$ cat src/rtl/bru_pkg.sv
// Package bru_pkg
// Holds the shared decode signatures and the class type of the branch
// resolution unit. It assumes 32-bit instruction words with the class
// bits at fixed positions.
package bru_pkg;

    // Instruction classes recognised by the decoder
    typedef enum logic [1:0] {
        CLS_SEQ  = 2'd0,
        CLS_JREG = 2'd1,
        CLS_REL  = 2'd2
    } brclass_e;

    localparam int          INSTR_W  = 32;
    localparam int          OFF_W    = 24;
    localparam logic [23:0] JREG_SIG = 24'h12FFF1;   // bits 27:4
    localparam logic [2:0]  REL_SIG  = 3'b101;       // bits 27:25

endpackage

$ cat src/rtl/bru_decode.sv
// Module bru_decode
// Classifies an instruction word and extracts the branch fields. The
// register jump is matched first because it has the most fixed bits.
// Assumes the fixed class positions defined in bru_pkg.
module bru_decode
    import bru_pkg::*;
(
    input  logic [INSTR_W-1:0] instr_i,
    output brclass_e           cls_o,
    output logic [3:0]         cond_o,
    output logic               link_o,
    output logic [OFF_W-1:0]   off_o,
    output logic [3:0]         reg_o
);

    // Pick the instruction class, most constrained pattern first
    always_comb begin
        if (instr_i[27:4] == JREG_SIG)
            cls_o = CLS_JREG;
        else if (instr_i[27:25] == REL_SIG)
            cls_o = CLS_REL;
        else
            cls_o = CLS_SEQ;
    end

    // Pull out the fixed-position fields
    always_comb begin
        cond_o = instr_i[31:28];
        link_o = instr_i[24];
        off_o  = instr_i[OFF_W-1:0];
        reg_o  = instr_i[3:0];
    end

endmodule

$ cat src/rtl/bru_cond_eval.sv
// Module bru_cond_eval
// Evaluates a 4-bit condition code against the flags, given as
// {N,Z,C,V}. Code 1110 always passes and code 1111 never passes.
module bru_cond_eval (
    input  logic [3:0] cond_i,
    input  logic [3:0] flags_i,
    output logic       pass_o
);

    logic n_f, z_f, c_f, v_f;

    // Split the flag vector into named flags
    always_comb begin
        n_f = flags_i[3];
        z_f = flags_i[2];
        c_f = flags_i[1];
        v_f = flags_i[0];
    end

    // Decode the condition table
    always_comb begin
        unique case (cond_i)
            4'h0: pass_o = z_f;
            4'h1: pass_o = !z_f;
            4'h2: pass_o = c_f;
            4'h3: pass_o = !c_f;
            4'h4: pass_o = n_f;
            4'h5: pass_o = !n_f;
            4'h6: pass_o = v_f;
            4'h7: pass_o = !v_f;
            4'h8: pass_o = c_f && !z_f;
            4'h9: pass_o = !c_f || z_f;
            4'hA: pass_o = (n_f == v_f);
            4'hB: pass_o = (n_f != v_f);
            4'hC: pass_o = !z_f && (n_f == v_f);
            4'hD: pass_o = z_f || (n_f != v_f);
            4'hE: pass_o = 1'b1;
            default: pass_o = 1'b0;
        endcase
    end

endmodule

$ cat src/rtl/bru_target.sv
// Module bru_target
// Computes the sequential address (pc+4) and the relative target
// (pc + 8 + sign-extended word offset). Assumes XLEN > OFF_W + 2.
module bru_target #(
    parameter int XLEN  = 32,
    parameter int OFF_W = 24
) (
    input  logic [XLEN-1:0]  pc_i,
    input  logic [OFF_W-1:0] off_i,
    output logic [XLEN-1:0]  seq_o,
    output logic [XLEN-1:0]  rel_o
);

    localparam int EXT_W = XLEN - OFF_W - 2;

    logic [XLEN-1:0] byte_off;

    // Sign-extend the word offset and scale it to bytes
    always_comb byte_off = {{EXT_W{off_i[OFF_W-1]}}, off_i, 2'b00};

    // Form both candidate addresses
    always_comb begin
        seq_o = pc_i + XLEN'(4);
        rel_o = pc_i + XLEN'(8) + byte_off;
    end

endmodule

$ cat src/rtl/branch_resolve_unit.sv
// Module branch_resolve_unit
// Resolves register jumps and conditional relative branches. It gives
// the next PC and the link write combinationally, and registers the
// taken flag and the control-instruction count. Assumes the register
// file answers rs_idx_o in the same cycle on rs_data_i.
module branch_resolve_unit
    import bru_pkg::*;
#(
    parameter int XLEN  = 32,
    parameter int CNT_W = 16
) (
    input  logic             clk,
    input  logic             rst_n,
    input  logic             valid_i,
    input  logic [XLEN-1:0]  instr_i,
    input  logic [XLEN-1:0]  pc_i,
    input  logic [3:0]       flags_i,
    output logic [3:0]       rs_idx_o,
    input  logic [XLEN-1:0]  rs_data_i,
    output logic [XLEN-1:0]  next_pc_o,
    output logic             is_ctrl_o,
    output logic             lr_we_o,
    output logic [XLEN-1:0]  lr_data_o,
    output logic             taken_o,
    output logic [CNT_W-1:0] ctrl_cnt_o
);

    brclass_e         cls;
    logic [3:0]       cond;
    logic             link;
    logic [OFF_W-1:0] off;
    logic [3:0]       reg_sel;
    logic             cond_ok;
    logic [XLEN-1:0]  seq_pc;
    logic [XLEN-1:0]  rel_pc;
    logic             take;

    bru_decode u_dec (
        .instr_i (instr_i[INSTR_W-1:0]),
        .cls_o   (cls),
        .cond_o  (cond),
        .link_o  (link),
        .off_o   (off),
        .reg_o   (reg_sel)
    );

    bru_cond_eval u_cond (
        .cond_i  (cond),
        .flags_i (flags_i),
        .pass_o  (cond_ok)
    );

    bru_target #(.XLEN(XLEN), .OFF_W(OFF_W)) u_tgt (
        .pc_i  (pc_i),
        .off_i (off),
        .seq_o (seq_pc),
        .rel_o (rel_pc)
    );

    // Decide whether a valid control instruction redirects the flow
    always_comb begin
        is_ctrl_o = valid_i && (cls != CLS_SEQ);
        take      = valid_i && ((cls == CLS_JREG) || ((cls == CLS_REL) && cond_ok));
    end

    // Select the next program counter
    always_comb begin
        rs_idx_o = reg_sel;
        if (take && cls == CLS_JREG)
            next_pc_o = rs_data_i;
        else if (take)
            next_pc_o = rel_pc;
        else
            next_pc_o = seq_pc;
    end

    // Link-register write on taken linking branches
    always_comb begin
        lr_we_o   = take && (cls == CLS_REL) && link;
        lr_data_o = seq_pc;
    end

    // Register the taken flag and count control instructions
    always_ff @(posedge clk) begin
        if (!rst_n) begin
            taken_o    <= 1'b0;
            ctrl_cnt_o <= '0;
        end else begin
            taken_o <= take;
            if (is_ctrl_o)
                ctrl_cnt_o <= ctrl_cnt_o + CNT_W'(1);
        end
    end

endmodule

$ cat config.mk
export PLATFORM = sky130hd
export DESIGN_NAME = branch_resolve_unit
export DESIGN_NICKNAME = d
export VERILOG_FILES = /design/src/rtl/bru_pkg.sv /design/src/rtl/bru_decode.sv /design/src/rtl/bru_cond_eval.sv /design/src/rtl/bru_target.sv /design/src/rtl/branch_resolve_unit.sv
export SDC_FILE = /design/constraint.sdc
export NUM_CORES = 1
export LEC_CHECK = 0
export BUFFER_PORTS_ARGS = -buffer_cell sky130_fd_sc_hd__buf_2
export CORE_MARGIN = 5
export CORE_UTILIZATION = 45
export DETAILED_ROUTE_END_ITERATION = 16
export HOLD_SLACK_MARGIN = 0.02
export PLACE_DENSITY = 0.82
export SYNTH_ARGS = -nofsm -noshare
export SYNTH_HDL_FRONTEND = slang
export SYNTH_SLANG_ARGS = --single-unit
export TNS_END_PERCENT = 50
$ cat constraint.sdc
create_clock -name clk -period 3.7 [get_ports clk]
set_clock_uncertainty 0.15 [all_clocks]
set_input_delay 0.555 -clock clk [delete_from_list [all_inputs] [get_ports clk]]
set_output_delay 0.555 -clock clk [all_outputs]
set_load 0.01 [all_outputs]
[Word-level counts from Yosys, hierarchy flattened]
Cells that the tools add are included.
Storage, ports and cells
  flip-flop bits (word level): 17
  input bits: 103
  word-level logic and storage cells: 48
Operators by class
  add/sub/neg operators: 4
  eq/ne operators: 20
  mux-type cells: 5
  reduce and logical (&&, ||, !) cells: 17
Operators by type and width (number)
  32-bit two-way mux: 2
  32-bit by 3-bit adder with 32-bit output, second input constant: 1
  32-bit adder: 1
  32-bit by 4-bit adder with 32-bit output, second input constant: 1
  4-bit == test, second input constant: 7
  24-bit by 21-bit == test with 1-bit output, second input constant: 1
  16-bit by 1-bit adder with 16-bit output, second input constant: 1
  4-bit by 3-bit == test with 1-bit output, second input constant: 4
  1-bit one-hot mux with 15 select lines: 1
  4-bit by 2-bit == test with 1-bit output, second input constant: 2
  1-bit logical AND: 8
  4-bit by 1-bit == test with 1-bit output, second input constant: 1
  1-bit logical NOT: 4
  4-bit logical NOT: 1
  2-bit two-way mux: 2
  3-bit == test, second input constant: 1
  1-bit logical OR: 3
  2-bit by 1-bit == test with 1-bit output, second input constant: 1
  2-bit == test, second input constant: 1
  2-bit nonzero test: 1
  1-bit == test: 1
  1-bit != test: 1

[Depth between registers and ports, before layout]
  word-level depth: 9
  depth in mapped cells: 12

[Cells and area by module]
Synthesis repeated with hierarchy kept, for this count alone.
Second synthesis, totals
  cells, all modules: 594
  area, all modules: 4495.6 um^2
Modules (own cells, without submodules)
  bru_target: instances 1, cells each 332, area each 2549.9 um^2, sequential area each 0.0 um^2
  branch_resolve_unit: instances 1, cells each 191, area each 1420.1 um^2, sequential area each 340.3 um^2
  bru_decode: instances 1, cells each 43, area each 331.6 um^2, sequential area each 0.0 um^2
  bru_cond_eval: instances 1, cells each 28, area each 193.9 um^2, sequential area each 0.0 um^2

[Worst setup path after synthesis]
OpenSTA, ideal clock, no wires.
  path kind: in2out
  start: input pc_i[3]
  end: output next_pc_o[17]
  data arrival time: 2962 ps
  data required time: 2995 ps
  path slack: 33 ps
  stages: 12
  path buffers: 0
  cell sequence: inv_1 -> ha_1 -> inv_1 -> ha_1 -> fa_1 -> a21o_1 -> a221oi_1 -> or3b_1 -> nand2_1 -> a31oi_1 -> xor2_1 -> a211oi_1
On the way
  cells in the longest elaborated chain, start to end: 4
Ends and longest elaborated chain
  from (decl): line branch_resolve_unit.sv:16  | input logic [XLEN-1:0] pc_i,
  32-bit by 4-bit adder with 32-bit output: line bru_target.sv:24  | rel_o = pc_i + XLEN'(8) + byte_off;
  32-bit adder: line bru_target.sv:24
  32-bit two-way mux (*): line branch_resolve_unit.sv:71  | else if (take)
  32-bit two-way mux (*): line branch_resolve_unit.sv:69  | if (take && cls == CLS_JREG)
  to (decl): line branch_resolve_unit.sv:20  | output logic [XLEN-1:0] next_pc_o,
Mark *: on every way between the ends. The rest lies on a longest branch, timed or not.

[Final worst setup path]
  start: input instr_i[3]
  end: output next_pc_o[22]
On the way
  cells in the longest elaborated chain, start to end: 3
Ends and longest elaborated chain
  from (decl): line branch_resolve_unit.sv:15  | input logic [XLEN-1:0] instr_i,
  32-bit adder: line bru_target.sv:24
  32-bit two-way mux: line branch_resolve_unit.sv:71
  32-bit two-way mux: line branch_resolve_unit.sv:69
No other way between the ends.

==> flow_summary.yaml <==
clocking:
  cts.clk_slew.worst_paths_ns: 0.06
  cts-root-buf: "clkbuf_8"
  cts.sinks: 17
  cts_buffers: 3
  cts_buffer_depth: 2
  cts_tree: "built"
  htreeDepth: 1
  clk-insertion-delay-late_ns: 0.25
  ctsHoldBuffers: 0
floorplan:
  core_mm2: 0.00924
  rows: 35
  die_w_um: 107
  die_y_um: 107
  ioPinCount: 190
  die_area_mm2: 0.0115
  initial_utilization_pct: 46.1
critical_path:
  worst_setup_path_end_kind: "output pin"
  r2r_cells: 7
  crit_buf_inv: 3
  r2r_end: "ctrl_cnt_o[15]"
  r2r_start: "ctrl_cnt_o[3]"
  cp_top_family: "compound AO/OA/AOI/OAI gates"
  crit_path_max_fanout: 3
  cp-startpoint: "instr_i[3]"
  crit_slowest_cell: "a2111oi_4"
  start_kind: "input port"
  ff2ff_setup_slack_ns: 1.82
  critPathKind: "in2out"
  critical_path.max_stage_delay_ns: 0.44
  required_ns: 2.99
  arrival_ns: 3.06
  worstPathCellList: "buf_2 > ha_4 > ha_4 > o211a_4 > a2111oi_4 > o32ai_4 > o211ai_4 > buf_4 > o21ai_2 > xnor2_1 > a211oi_1 > buf_2"
synthesis:
  synth_top_family_by_area: "simple AND/OR/NAND/NOR gates"
  async_flop_share_pct: 0
  ys_warn_count: 0
  ys.flop_type: "dfxtp_1"
  synthXorXnorAreaFrac_pct: 12.9
  synth_seq_cells: 17
  synth_compound_area_share_pct: 24.1
  post_synth.cell_area_avg_um2: 7.35
  synth.top_cell.area_share_pct: 17.3
  synth_cell_types: 69
  yosysSeqAreaShare_pct: 7.99
  synth_fa_ha_area_share_pct: 17.8
  yosys.area_share.simple_pct: 30.2
  synth_edf_count: 0
  synth_cells: 580
  synth_area_mm2: 0.00426
  synth_area_leader_cell: "ha_1"
  muxShareOfSynthArea_pct: 2.14
  synth.area.top_cells: "ha_1 (17%), xnor2_1 (9.5%), dfxtp_1 (8.0%)"
  syn-num-nets: 743
final_layout:
  n_fill_cell: 728
  diodes: 0
  num-nets-final: 1004
  seq_area_um2: 340
  layout-drive-gt1-share_pct: 43.8
  multi_input_area_mm2: 0.00415
  utilization_pct: 70.3
  area_growth_pct: 52.4
detailed_routing:
  vias_per_cell: 5.86
  drt-total-wl_um: 17700
  drc: 0
  wl_per_cell_um: 18.2
  initialDrtViolationCount: 411
  postRouteAntennaNets: 0
  dr.pass1.iters: 5
  vias: 5679
timing:
  slew_violations: 0
  worst_slew_pin_slew_ns: 0.550
  finalHoldViolations: 0
  setup_viol: 3
  post-route-min-period_ns: 3.76
  period_share_pct: 102
  fmax_mhz: 266
  timing.setup.tns_ns: -0.0735
  rsz0062_at_grt: "yes"
  fin_ws_ns: -0.0603
  relSlewSlack_pct: 62.8
flow_run:
  drv_cap: 0
power:
  powerDensity_mw_per_mm2: 197
  power_frac_clock_pct: 10.8
  p_leak_nw: 3.17
  pwr-share-comb_pct: 74.8
  power.switching_w: 0.000552
  power_w: 0.00128
  peakVddDrop_v: 0.000230
  swShare_pct: 43.2
  p_int_w: 0.000727
  pwr-share-seq_pct: 14.4
global_route:
  antenna_found_initial: 0
  grt_pass1_vias: 5341
  grt_pass1_wl_um: 26800
  grt_max_degree: 22
  grt-ovfl-total: 0
  grt_usage_pct: 28.4
hold_path:
  min-delay-start: "ctrl_cnt_o[11]"
  whs_endpoint: "ctrl_cnt_o[11]"
  hold_path.class: "reg2reg"
  hold_depth: 2
place:
  pre_cts_slack_ns: -0.320
  finalWeightedCongestion: 1.01
  hpwl_um: 14400
  io_buffers: 189
run_status:
  outcome: "complete, but fails checks"
  violations: "negative setup slack"
[per-layer routing]
layer  part of all wire, %  track usage [%]
met5                     0                0
met4                   3.8             8.22
met3                   6.8             2.64
met2                    49             51.7
met1                    40             35.3
[worst register-to-register path: cells and delay by family (launching register included)]
family	cells	cell delay, ns
AND/OR/NAND/NOR	6	1.10
flip-flops	1	0.41
XOR/XNOR	1	0.13
[worst max-delay path by stage]
| stage | slack (ns) | endpoint | cells past startpoint |
|---|---|---|---|
| 2_1_floorplan | 0.03 | next_pc_o[17] | 12 |
| 3_3_place_gp | -0.30 | next_pc_o[23] | 14 |
| 3_5_place_dp | -0.32 | next_pc_o[23] | 14 |
| 4_1_cts | -0.10 | next_pc_o[22] | 12 |
| 5_1_grt | -0.14 | next_pc_o[22] | 14 |
| 6_report | -0.06 | next_pc_o[22] | 12 |
[flip-flops by register name (all words and copies together), names as in the netlist]
name and flops:
taken_o 1, ctrl_cnt_o 16
[through the flow]
stage          cell area (um^2)  hold slack (ns)  cells
3_5_place_dp               5950            0.391    959
4_1_cts                    6210            0.405    967
2_1_floorplan              4260            0.393    580
6_report                   6500            0.404    969
3_3_place_gp               5950            0.372    959
5_1_grt                    6500            0.432    969
[power groups by stage]
stage,Sequential [W],Combinational (W),Clock [W]
after global routing,0.000184,0.00103,0.000153
final,0.000184,0.000956,0.000138
after global placement,0.000188,0.000800,0
after detailed placement,0.000188,0.000817,0
after floorplan,0.000189,0.000450,0
after CTS,0.000184,0.000870,0.000143
[logic make-up after synthesis]
logic type,count (synthesis)
AO/OA/AOI/OAI,143
XOR/XNOR,63
adder cells (fa/ha/maj),60
buffers and inverters,46
flip-flops,17
multiplexers,9
AND/OR/NAND/NOR,242
[cells in the final DEF, fill, tap and decap left out, types with 7 or more instances in the layout]
cell type and count:
nand2_1 58, and2_1 20, buf_2 185, buf_4 101
ha_4 16, a21o_1 15, o21ai_1 9, xnor2_1 45
a31oi_1 8, a21oi_1 29, ha_1 38, dfxtp_1 17
o21a_1 8, nand3_1 26, nand4_1 17, mux2i_1 8
and3_1 11, nor3_1 16, inv_1 7, o21ai_0 7
xor2_1 17, nor2_1 51
[cell type report]
class,count,area share [%]
timing repair buffer,291,27.0
sequential,17,5.24
tap,129,2.48
inverter,11,0.713
clock buffer,3,0.636
clock inverter,1,0.0770
multi-input combinational,517,63.8
[timing repair]
action	in CTS	in global routing
buffers inserted	4	2
resized for setup	36	43
endpoints found under the setup margin	19	23
pin swaps	21	29
[Yosys cell counts, types with 8 or more instances]
cell,n
a21o_1,16
inv_1,11
xnor2_1,46
o21a_1,8
a21oi_1,34
a31oi_1,10
clkbuf_1,21
a211oi_1,11
nand2_1,59
dfxtp_1,17
mux2i_1,8
and3_1,13
nor3_1,16
and2_1,20
nor2_1,51
nand3_1,26
ha_1,59
xor2_1,17
o21ai_0,11
nand4_1,17
(Power assumes the default switching activity.)
